===== src/rtl/mgmt_rb_pkg.sv =====
// Package: shared addresses, bit positions and per-class masks for the
// management register bank. Assumes a 5-bit address and 16-bit data word.
package mgmt_rb_pkg;

    localparam int ADDR_W = 5;
    localparam int DATA_W = 16;

    // Implemented register addresses
    localparam logic [ADDR_W-1:0] A_CTL  = 5'd0;
    localparam logic [ADDR_W-1:0] A_STAT = 5'd1;
    localparam logic [ADDR_W-1:0] A_IDH  = 5'd2;
    localparam logic [ADDR_W-1:0] A_IDL  = 5'd3;
    localparam logic [ADDR_W-1:0] A_EXT  = 5'd16;
    localparam logic [ADDR_W-1:0] A_SUM  = 5'd17;

    // Register select decoded from the address
    typedef enum logic [2:0] {
        SEL_NONE,
        SEL_CTL,
        SEL_STAT,
        SEL_IDH,
        SEL_IDL,
        SEL_EXT,
        SEL_SUM
    } reg_sel_e;

    // Basic control word bit positions
    localparam int CTL_SPEED = 13;
    localparam int CTL_ANEN  = 12;
    localparam int CTL_DUP   = 8;

    // Per-class masks of the basic control word
    localparam logic [DATA_W-1:0] CTL_RW_MASK = 16'h6100;
    localparam logic [DATA_W-1:0] CTL_CW_MASK = 16'h1000;
    localparam logic [DATA_W-1:0] CTL_SC_MASK = 16'h8200;

    // Extended control word
    localparam int EXT_OVR = 15;
    localparam logic [DATA_W-1:0] EXT_RW_MASK = 16'h80FF;

    // Latch slots: 0 stat link, 1 stat fault, 2 summary link, 3 summary jabber
    localparam int N_LAT = 4;
    localparam logic [N_LAT-1:0] LAT_HOLD_LOW = 4'b0101;

endpackage


===== src/rtl/mgmt_rb_decode.sv =====
// Address decoder: maps the 5-bit register address onto a register select
// and flags whether the address is implemented. Purely combinational.
module mgmt_rb_decode
    import mgmt_rb_pkg::*;
(
    input  logic [ADDR_W-1:0] addr,
    output reg_sel_e          sel,
    output logic              valid
);

    // Pick the register addressed, SEL_NONE for holes in the map
    always_comb begin
        case (addr)
            A_CTL:   sel = SEL_CTL;
            A_STAT:  sel = SEL_STAT;
            A_IDH:   sel = SEL_IDH;
            A_IDL:   sel = SEL_IDL;
            A_EXT:   sel = SEL_EXT;
            A_SUM:   sel = SEL_SUM;
            default: sel = SEL_NONE;
        endcase
    end

    // Implemented flag follows the select
    always_comb valid = (sel != SEL_NONE);

endmodule


===== src/rtl/mgmt_rb_latch.sv =====
// Event latch for one status bit. HOLD_LOW=1 latches a low condition,
// HOLD_LOW=0 latches a high one. The held value remains visible until a
// read of the owning register (rd_clr); on that edge the bit reloads the
// live condition. Assumes rd_clr is a one-cycle strobe.
module mgmt_rb_latch #(
    parameter bit HOLD_LOW = 1'b1
) (
    input  logic clk,
    input  logic rst_n,
    input  logic cond,
    input  logic rd_clr,
    output logic q
);

    localparam logic RST_VAL = HOLD_LOW;

    // Hold the event until read, then resume tracking the condition
    always_ff @(posedge clk) begin
        if (!rst_n)
            q <= RST_VAL;
        else if (rd_clr)
            q <= cond;
        else if (HOLD_LOW)
            q <= q & cond;
        else
            q <= q | cond;
    end

endmodule


===== src/rtl/mgmt_rb_selfclr.sv =====
// Self-clearing bit: a set pulse raises q for exactly CYCLES clock cycles.
// A set during the countdown reloads it. Assumes CYCLES >= 1.
module mgmt_rb_selfclr #(
    parameter int CYCLES = 16
) (
    input  logic clk,
    input  logic rst_n,
    input  logic set,
    output logic q
);

    localparam int CW = $clog2(CYCLES + 1);
    localparam logic [CW-1:0] LOAD = CW'(CYCLES);

    logic [CW-1:0] remain;

    // Load on set, count down to zero otherwise
    always_ff @(posedge clk) begin
        if (!rst_n)
            remain <= '0;
        else if (set)
            remain <= LOAD;
        else if (remain != '0)
            remain <= remain - 1'b1;
    end

    // Bit is high while cycles remain
    always_comb q = (remain != '0);

endmodule


===== src/rtl/mgmt_reg_bank.sv =====
// Management register bank. Decodes a parallel register access from a
// serial management slave, applies per-bit access classes on writes and
// returns combinational read data. Assumes wr_en and rd_en are one-cycle
// strobes qualified by the slave; straps are stable during reset.
module mgmt_reg_bank
    import mgmt_rb_pkg::*;
#(
    parameter logic [15:0] ID_HI     = 16'h0A3C,
    parameter logic [15:0] ID_LO     = 16'h5D41,
    parameter logic [4:0]  ABILITY   = 5'b11010,
    parameter int          SC_CYCLES = 16
) (
    input  logic              clk,
    input  logic              rst_n,
    input  logic [ADDR_W-1:0] addr,
    input  logic [DATA_W-1:0] wdata,
    input  logic              wr_en,
    input  logic              rd_en,
    output logic [DATA_W-1:0] rdata,
    output logic              addr_valid,
    input  logic              link_up,
    input  logic              rem_fault,
    input  logic              jabber,
    input  logic              aneg_done,
    input  logic              strap_speed,
    input  logic              strap_duplex,
    input  logic              strap_aneg,
    output logic [DATA_W-1:0] ctl_word,
    output logic [DATA_W-1:0] ext_word
);

    localparam logic [DATA_W-1:0] CTL_STORE_MASK = CTL_RW_MASK | CTL_CW_MASK;

    reg_sel_e          sel;
    logic              wr_ctl, wr_ext, rd_stat, rd_sum;
    logic [DATA_W-1:0] ctl_q, ext_q, ctl_wmask, ctl_rst;
    logic [DATA_W-1:0] sc_bits;
    logic [N_LAT-1:0]  lat_cond, lat_clr, lat_q;

    mgmt_rb_decode u_dec (
        .addr  (addr),
        .sel   (sel),
        .valid (addr_valid)
    );

    // Strobes qualified by the decoded register
    always_comb begin
        wr_ctl  = wr_en && (sel == SEL_CTL);
        wr_ext  = wr_en && (sel == SEL_EXT);
        rd_stat = rd_en && (sel == SEL_STAT);
        rd_sum  = rd_en && (sel == SEL_SUM);
    end

    // Writable mask of the control word: override gates the command bits
    always_comb begin
        ctl_wmask = CTL_RW_MASK | (ext_q[EXT_OVR] ? CTL_CW_MASK : '0);
    end

    // Reset image of the control word with strap-loaded fields
    always_comb begin
        ctl_rst            = '0;
        ctl_rst[CTL_SPEED] = strap_speed;
        ctl_rst[CTL_ANEN]  = strap_aneg;
        ctl_rst[CTL_DUP]   = strap_duplex;
    end

    // Control word storage: masked update keeps RO and write-zero bits at 0
    always_ff @(posedge clk) begin
        if (!rst_n)
            ctl_q <= ctl_rst;
        else if (wr_ctl)
            ctl_q <= ((ctl_q & ~ctl_wmask) | (wdata & ctl_wmask)) & CTL_STORE_MASK;
    end

    // Extended control storage: only read/write bits are kept
    always_ff @(posedge clk) begin
        if (!rst_n)
            ext_q <= '0;
        else if (wr_ext)
            ext_q <= wdata & EXT_RW_MASK;
    end

    // One self-clearing timer per bit named in the mask
    for (genvar i = 0; i < DATA_W; i++) begin : g_sc
        if (CTL_SC_MASK[i]) begin : g_on
            mgmt_rb_selfclr #(.CYCLES(SC_CYCLES)) u_sc (
                .clk   (clk),
                .rst_n (rst_n),
                .set   (wr_ctl && wdata[i]),
                .q     (sc_bits[i])
            );
        end else begin : g_off
            assign sc_bits[i] = 1'b0;
        end
    end

    // Latch inputs: condition and clearing read for each slot
    always_comb begin
        lat_cond = {jabber, link_up, rem_fault, link_up};
        lat_clr  = {rd_sum, rd_sum, rd_stat, rd_stat};
    end

    // One event latch per slot, polarity chosen by the package mask
    for (genvar j = 0; j < N_LAT; j++) begin : g_lat
        mgmt_rb_latch #(.HOLD_LOW(LAT_HOLD_LOW[j])) u_lat (
            .clk    (clk),
            .rst_n  (rst_n),
            .cond   (lat_cond[j]),
            .rd_clr (lat_clr[j]),
            .q      (lat_q[j])
        );
    end

    // Visible register words
    always_comb begin
        ctl_word = (ctl_q & CTL_STORE_MASK) | sc_bits;
        ext_word = ext_q;
    end

    // Read multiplexer, zero for unimplemented addresses
    always_comb begin
        case (sel)
            SEL_CTL:  rdata = ctl_word;
            SEL_STAT: rdata = {ABILITY, 5'b0, aneg_done, lat_q[1], 1'b0, lat_q[0], 2'b0};
            SEL_IDH:  rdata = ID_HI;
            SEL_IDL:  rdata = ID_LO;
            SEL_EXT:  rdata = ext_word;
            SEL_SUM:  rdata = {link_up, aneg_done, 12'b0, lat_q[3], lat_q[2]};
            default:  rdata = '0;
        endcase
    end

endmodule


===== config.mk =====
export PLATFORM = sky130hd
export DESIGN_NAME = mgmt_reg_bank
export DESIGN_NICKNAME = d
export VERILOG_FILES = /design/src/rtl/mgmt_rb_pkg.sv /design/src/rtl/mgmt_rb_decode.sv /design/src/rtl/mgmt_rb_latch.sv /design/src/rtl/mgmt_rb_selfclr.sv /design/src/rtl/mgmt_reg_bank.sv
export SDC_FILE = /design/constraint.sdc
export NUM_CORES = 1
export LEC_CHECK = 0
export BUFFER_PORTS_ARGS = -buffer_cell sky130_fd_sc_hd__buf_2
export CAP_MARGIN = 40
export CORE_ASPECT_RATIO = 0.6
export CORE_MARGIN = 4
export CORE_UTILIZATION = 42
export CTS_CLUSTER_DIAMETER = 40
export CTS_CLUSTER_SIZE = 24
export DETAILED_ROUTE_END_ITERATION = 6
export GPL_ROUTABILITY_DRIVEN = 1
export GPL_TIMING_DRIVEN = 1
export PLACE_DENSITY = 0.74
export SETUP_SLACK_MARGIN = 0.5
export SLEW_MARGIN = 20
export SYNTH_ARGS = -nofsm -noshare
export SYNTH_HDL_FRONTEND = slang
export SYNTH_SLANG_ARGS = --single-unit

===== constraint.sdc =====
create_clock -name clk -period 1.73 [get_ports clk]
set_input_delay 0.346 -clock clk [delete_from_list [all_inputs] [get_ports clk]]
set_output_delay 0.346 -clock clk [all_outputs]
set_load 0.01 [all_outputs]

==> impl_metrics.tcl <==
set metrics [dict create \
    synth_top_area_share_pct 27.8 \
    area_growth_syn_to_layout_pct 70.9 \
    hold_violations 0 \
    crit_buf_inv 2 \
    report.final.slew_viol_count 0 \
    critPathMaxFanout 3 \
    dpl_cell_area_um2 2310 \
    whs_ns 0.275 \
    clk_latency_ns 0.29 \
    async_reset_ff_share_pct 0 \
    fin_ws_ns -0.308 \
    total_power_uw 3010 \
    critical_path.cell_chain "inv_2 > ha_4 > or4b_4 > nor3_4 > nor4_2 > buf_2" \
    leakage_uw 0.00126 \
    yosys.cell_count.top_type "nand2_1" \
    synth_seq_cells 27 \
    p_seq_share_pct 29.5 \
    synth_edf_count 3 \
    clock_sinks 27 \
    viasPerCell 5.19 \
    grt_use_total_pct 20.5 \
    vdd_drop_max_v 0.000604 \
    drv_cap 0 \
    yosys-top-cells-count "32 x nand2_1, 24 x dfxtp_1, 19 x buf_4" \
    placedCellCount 320 \
    grt_overflow 0 \
    drive_gt1_share_pct 58.3 \
    end_kind "primary output" \
    die_x_um 90.8 \
    pwr-share-comb_pct 57.4 \
    power.internal_uw 1870 \
    n_antenna_cell 0 \
    cts_tree "yes" \
    wl_per_cell_um 17.2 \
    setup_viol 4 \
    final_util_pct 77.5 \
    ys_seq_area_share_pct 33.0 \
    synth_area_leaders "dfxtp_1 28%, buf_4 8.3%, mux2i_1 7.5%" \
    drc 0 \
    start_util_pct 45.3 \
    antenna_left 0 \
    slowest_delay_ns 0.48 \
    arrival_ns 1.69 \
    yosysTopAreaCell "dfxtp_1" \
    violations "negative setup slack" \
    power.share.clock_pct 13.1 \
    ys_types 40 \
    grt_max_degree 17 \
    io_pins 81 \
    switching_share_pct 37.9 \
    antenna_found_initial 0 \
    dr_total_vias 1811 \
    gp_congestion 0.823 \
    dpl.hpwl_um 3730 \
    cp.required_ns 1.38 \
    syn_inst 209 \
    fillCellCount 226 \
    drt_first_pass_iters 4 \
    post-route-period-util_pct 118 \
    cts_buffer_depth 2 \
    die_area_um2 5230 \
    core-area_um2 3810 \
    io_buffers 61 \
    skew_ns 0.00150 \
    drt_iter0_drc 138 \
    nets 339 \
    drt_wl_total_um 6020 \
    max_clock_freq_ghz 0.491 \
    grt_pass1_vias 1791 \
    row_count 17 \
    fin_cells 349 \
    ys_warn_count 0 \
    status "complete, but fails checks" \
    grt_pass1_wl_um 8600 \
    critical_path.startpoint_type "flop" \
    syn_avg_cell_area_um2 8.26 \
    stdcell_area_um2 2950 \
    worstHoldPathType "in -> reg" \
    cts_buffers 3 \
    critPathTopFamily "simple AND/OR/NAND/NOR gates" \
    criticalPathCategory "reg -> out" \
    power.density_nw_per_um2 1020 \
    h-tree-depth 1 \
    root_buffer "clkbuf_8" \
    synth_ff_type "dfxtp_1" \
    rsz0062_at_grt "true" \
    power_switching_uw 1140 \
    cpMaxStageDelayCell "or4b_4" \
    die_h_um 57.7 \
    path_clk_slew_ns 0.11 \
    min_period_ns 2.04 \
    syn_area_um2 1730 \
]
layer usage:
metal	vias to the layer above	global-route usage, %	wire (um)	share of wire, %
met1	850	26.7	2630	44
met3	9	4.15	409	6.8
met5	-	0	0	0
met4	0	7.08	72	1.2
li1	877	-	-	-
met2	75	34.6	2910	48
stage by stage:
stage                     TNS, ns  worst slack, ns
after global placement          0           0.0312
final                      -0.748           -0.308
after detailed placement        0           0.0230
after CTS                  -0.582           -0.269
after global routing       -0.932           -0.339
after floorplan                 0           0.0925
placed cells by master (no fill, tap or decap), types with 2 or more instances in the layout:
master      count
a211oi_2        2
dfxtp_2         6
edfxtp_1        3
nor3_1          2
a21oi_4         4
o41ai_4         2
buf_4          21
nand2_2         4
ha_4            3
buf_2          48
mux2i_1        13
nor2_4          5
nand3b_1        5
nor3b_4         4
nand3_1         4
nand2b_1        2
nor2b_4         2
clkinvlp_4      3
buf_8           2
buf_6          30
buf_12          3
a31oi_4         3
and3_4          2
nand4_1         4
conb_1         17
a21oi_1         3
mux2_2          2
nand2_1        28
dfxtp_1        18
nor3_2          2
nor2_1          7
o21ai_0         3
nor3_4          5
xnor2_1         3
inv_1           3
clkbuf_8        3
inv_2           4
o21ai_2         2
tightest hold or removal path, delay by kind of cell:
kind | cells | cell delay [ns]
multiplexers | 1 | 0.05
buffers and inverters | 1 | 0.09
AND/OR/NAND/NOR | 1 | 0.04
kinds of logic after synthesis:
logic type	Yosys count	synth area share (%)
AO/OA/AOI/OAI	28	12.4
XOR/XNOR	4	2.03
adder cells (fa/ha/maj)	4	2.90
buffers and inverters	41	13.9
flip-flops	27	33.0
multiplexers	15	8.84
other	1	0.217
AND/OR/NAND/NOR	89	26.7
power by group through the flow:
stage	clock (uW)	sequential (uW)	combinational (uW)
finish	396	888	1730
global route	418	903	1840
CTS	399	876	1400
detailed placement	0	891	993
global placement	0	883	968
floorplan	0	866	892
worst paths after layout:
| path | start | to | slack [ns] | depth (start not counted) |
|---|---|---|---|---|
| max reg2reg | g_sc[15].g_on.u_sc.remain[0]$_SDFFE_PP0P_ | g_sc[15].g_on.u_sc.remain[1]$_SDFFE_PP0P_ | 0.20 | 6 |
| min | wdata[6] | ext_word[6]$_SDFFE_PN0P_ | 0.27 | 3 |
| max | g_sc[15].g_on.u_sc.remain[0]$_SDFFE_PP0P_ | rdata[15] | -0.31 | 6 |
| min reg2reg | ext_word[2]$_SDFFE_PN0P_ | ext_word[2]$_SDFFE_PN0P_ | 0.49 | 2 |
registers in the layout, summed over array words and instances, names as in the netlist, named ones only:
register	count
ctl_q	3
ext_word	9
g_lat.u_lat.q	4
g_sc.g_on.u_sc.remain	10
area by class of cell:
cell class | instances | area, um^2 | share of cell area, %
multi-input cells | 157 | 1390 | 47.1
repair buffers | 104 | 826 | 28.0
flip-flops and latches | 27 | 578 | 19.6
well taps | 47 | 58.8 | 1.99
inverters | 10 | 50.0 | 1.70
clock buffers | 3 | 41.3 | 1.40
clock inverters | 1 | 7.51 | 0.254
repair_timing:
| item | CTS | global route |
|---|---|---|
| setup buffers | 16 | 9 |
| pin swaps | 18 | 17 |
| endpoints found under the hold margin | 0 | 0 |
| gates resized for setup | 50 | 37 |
| hold buffers | 0 | 0 |
| gates cloned | 0 | 0 |
| endpoints found under the setup margin | 44 | 43 |
No activity file was read; power rests on OpenSTA's default activity.
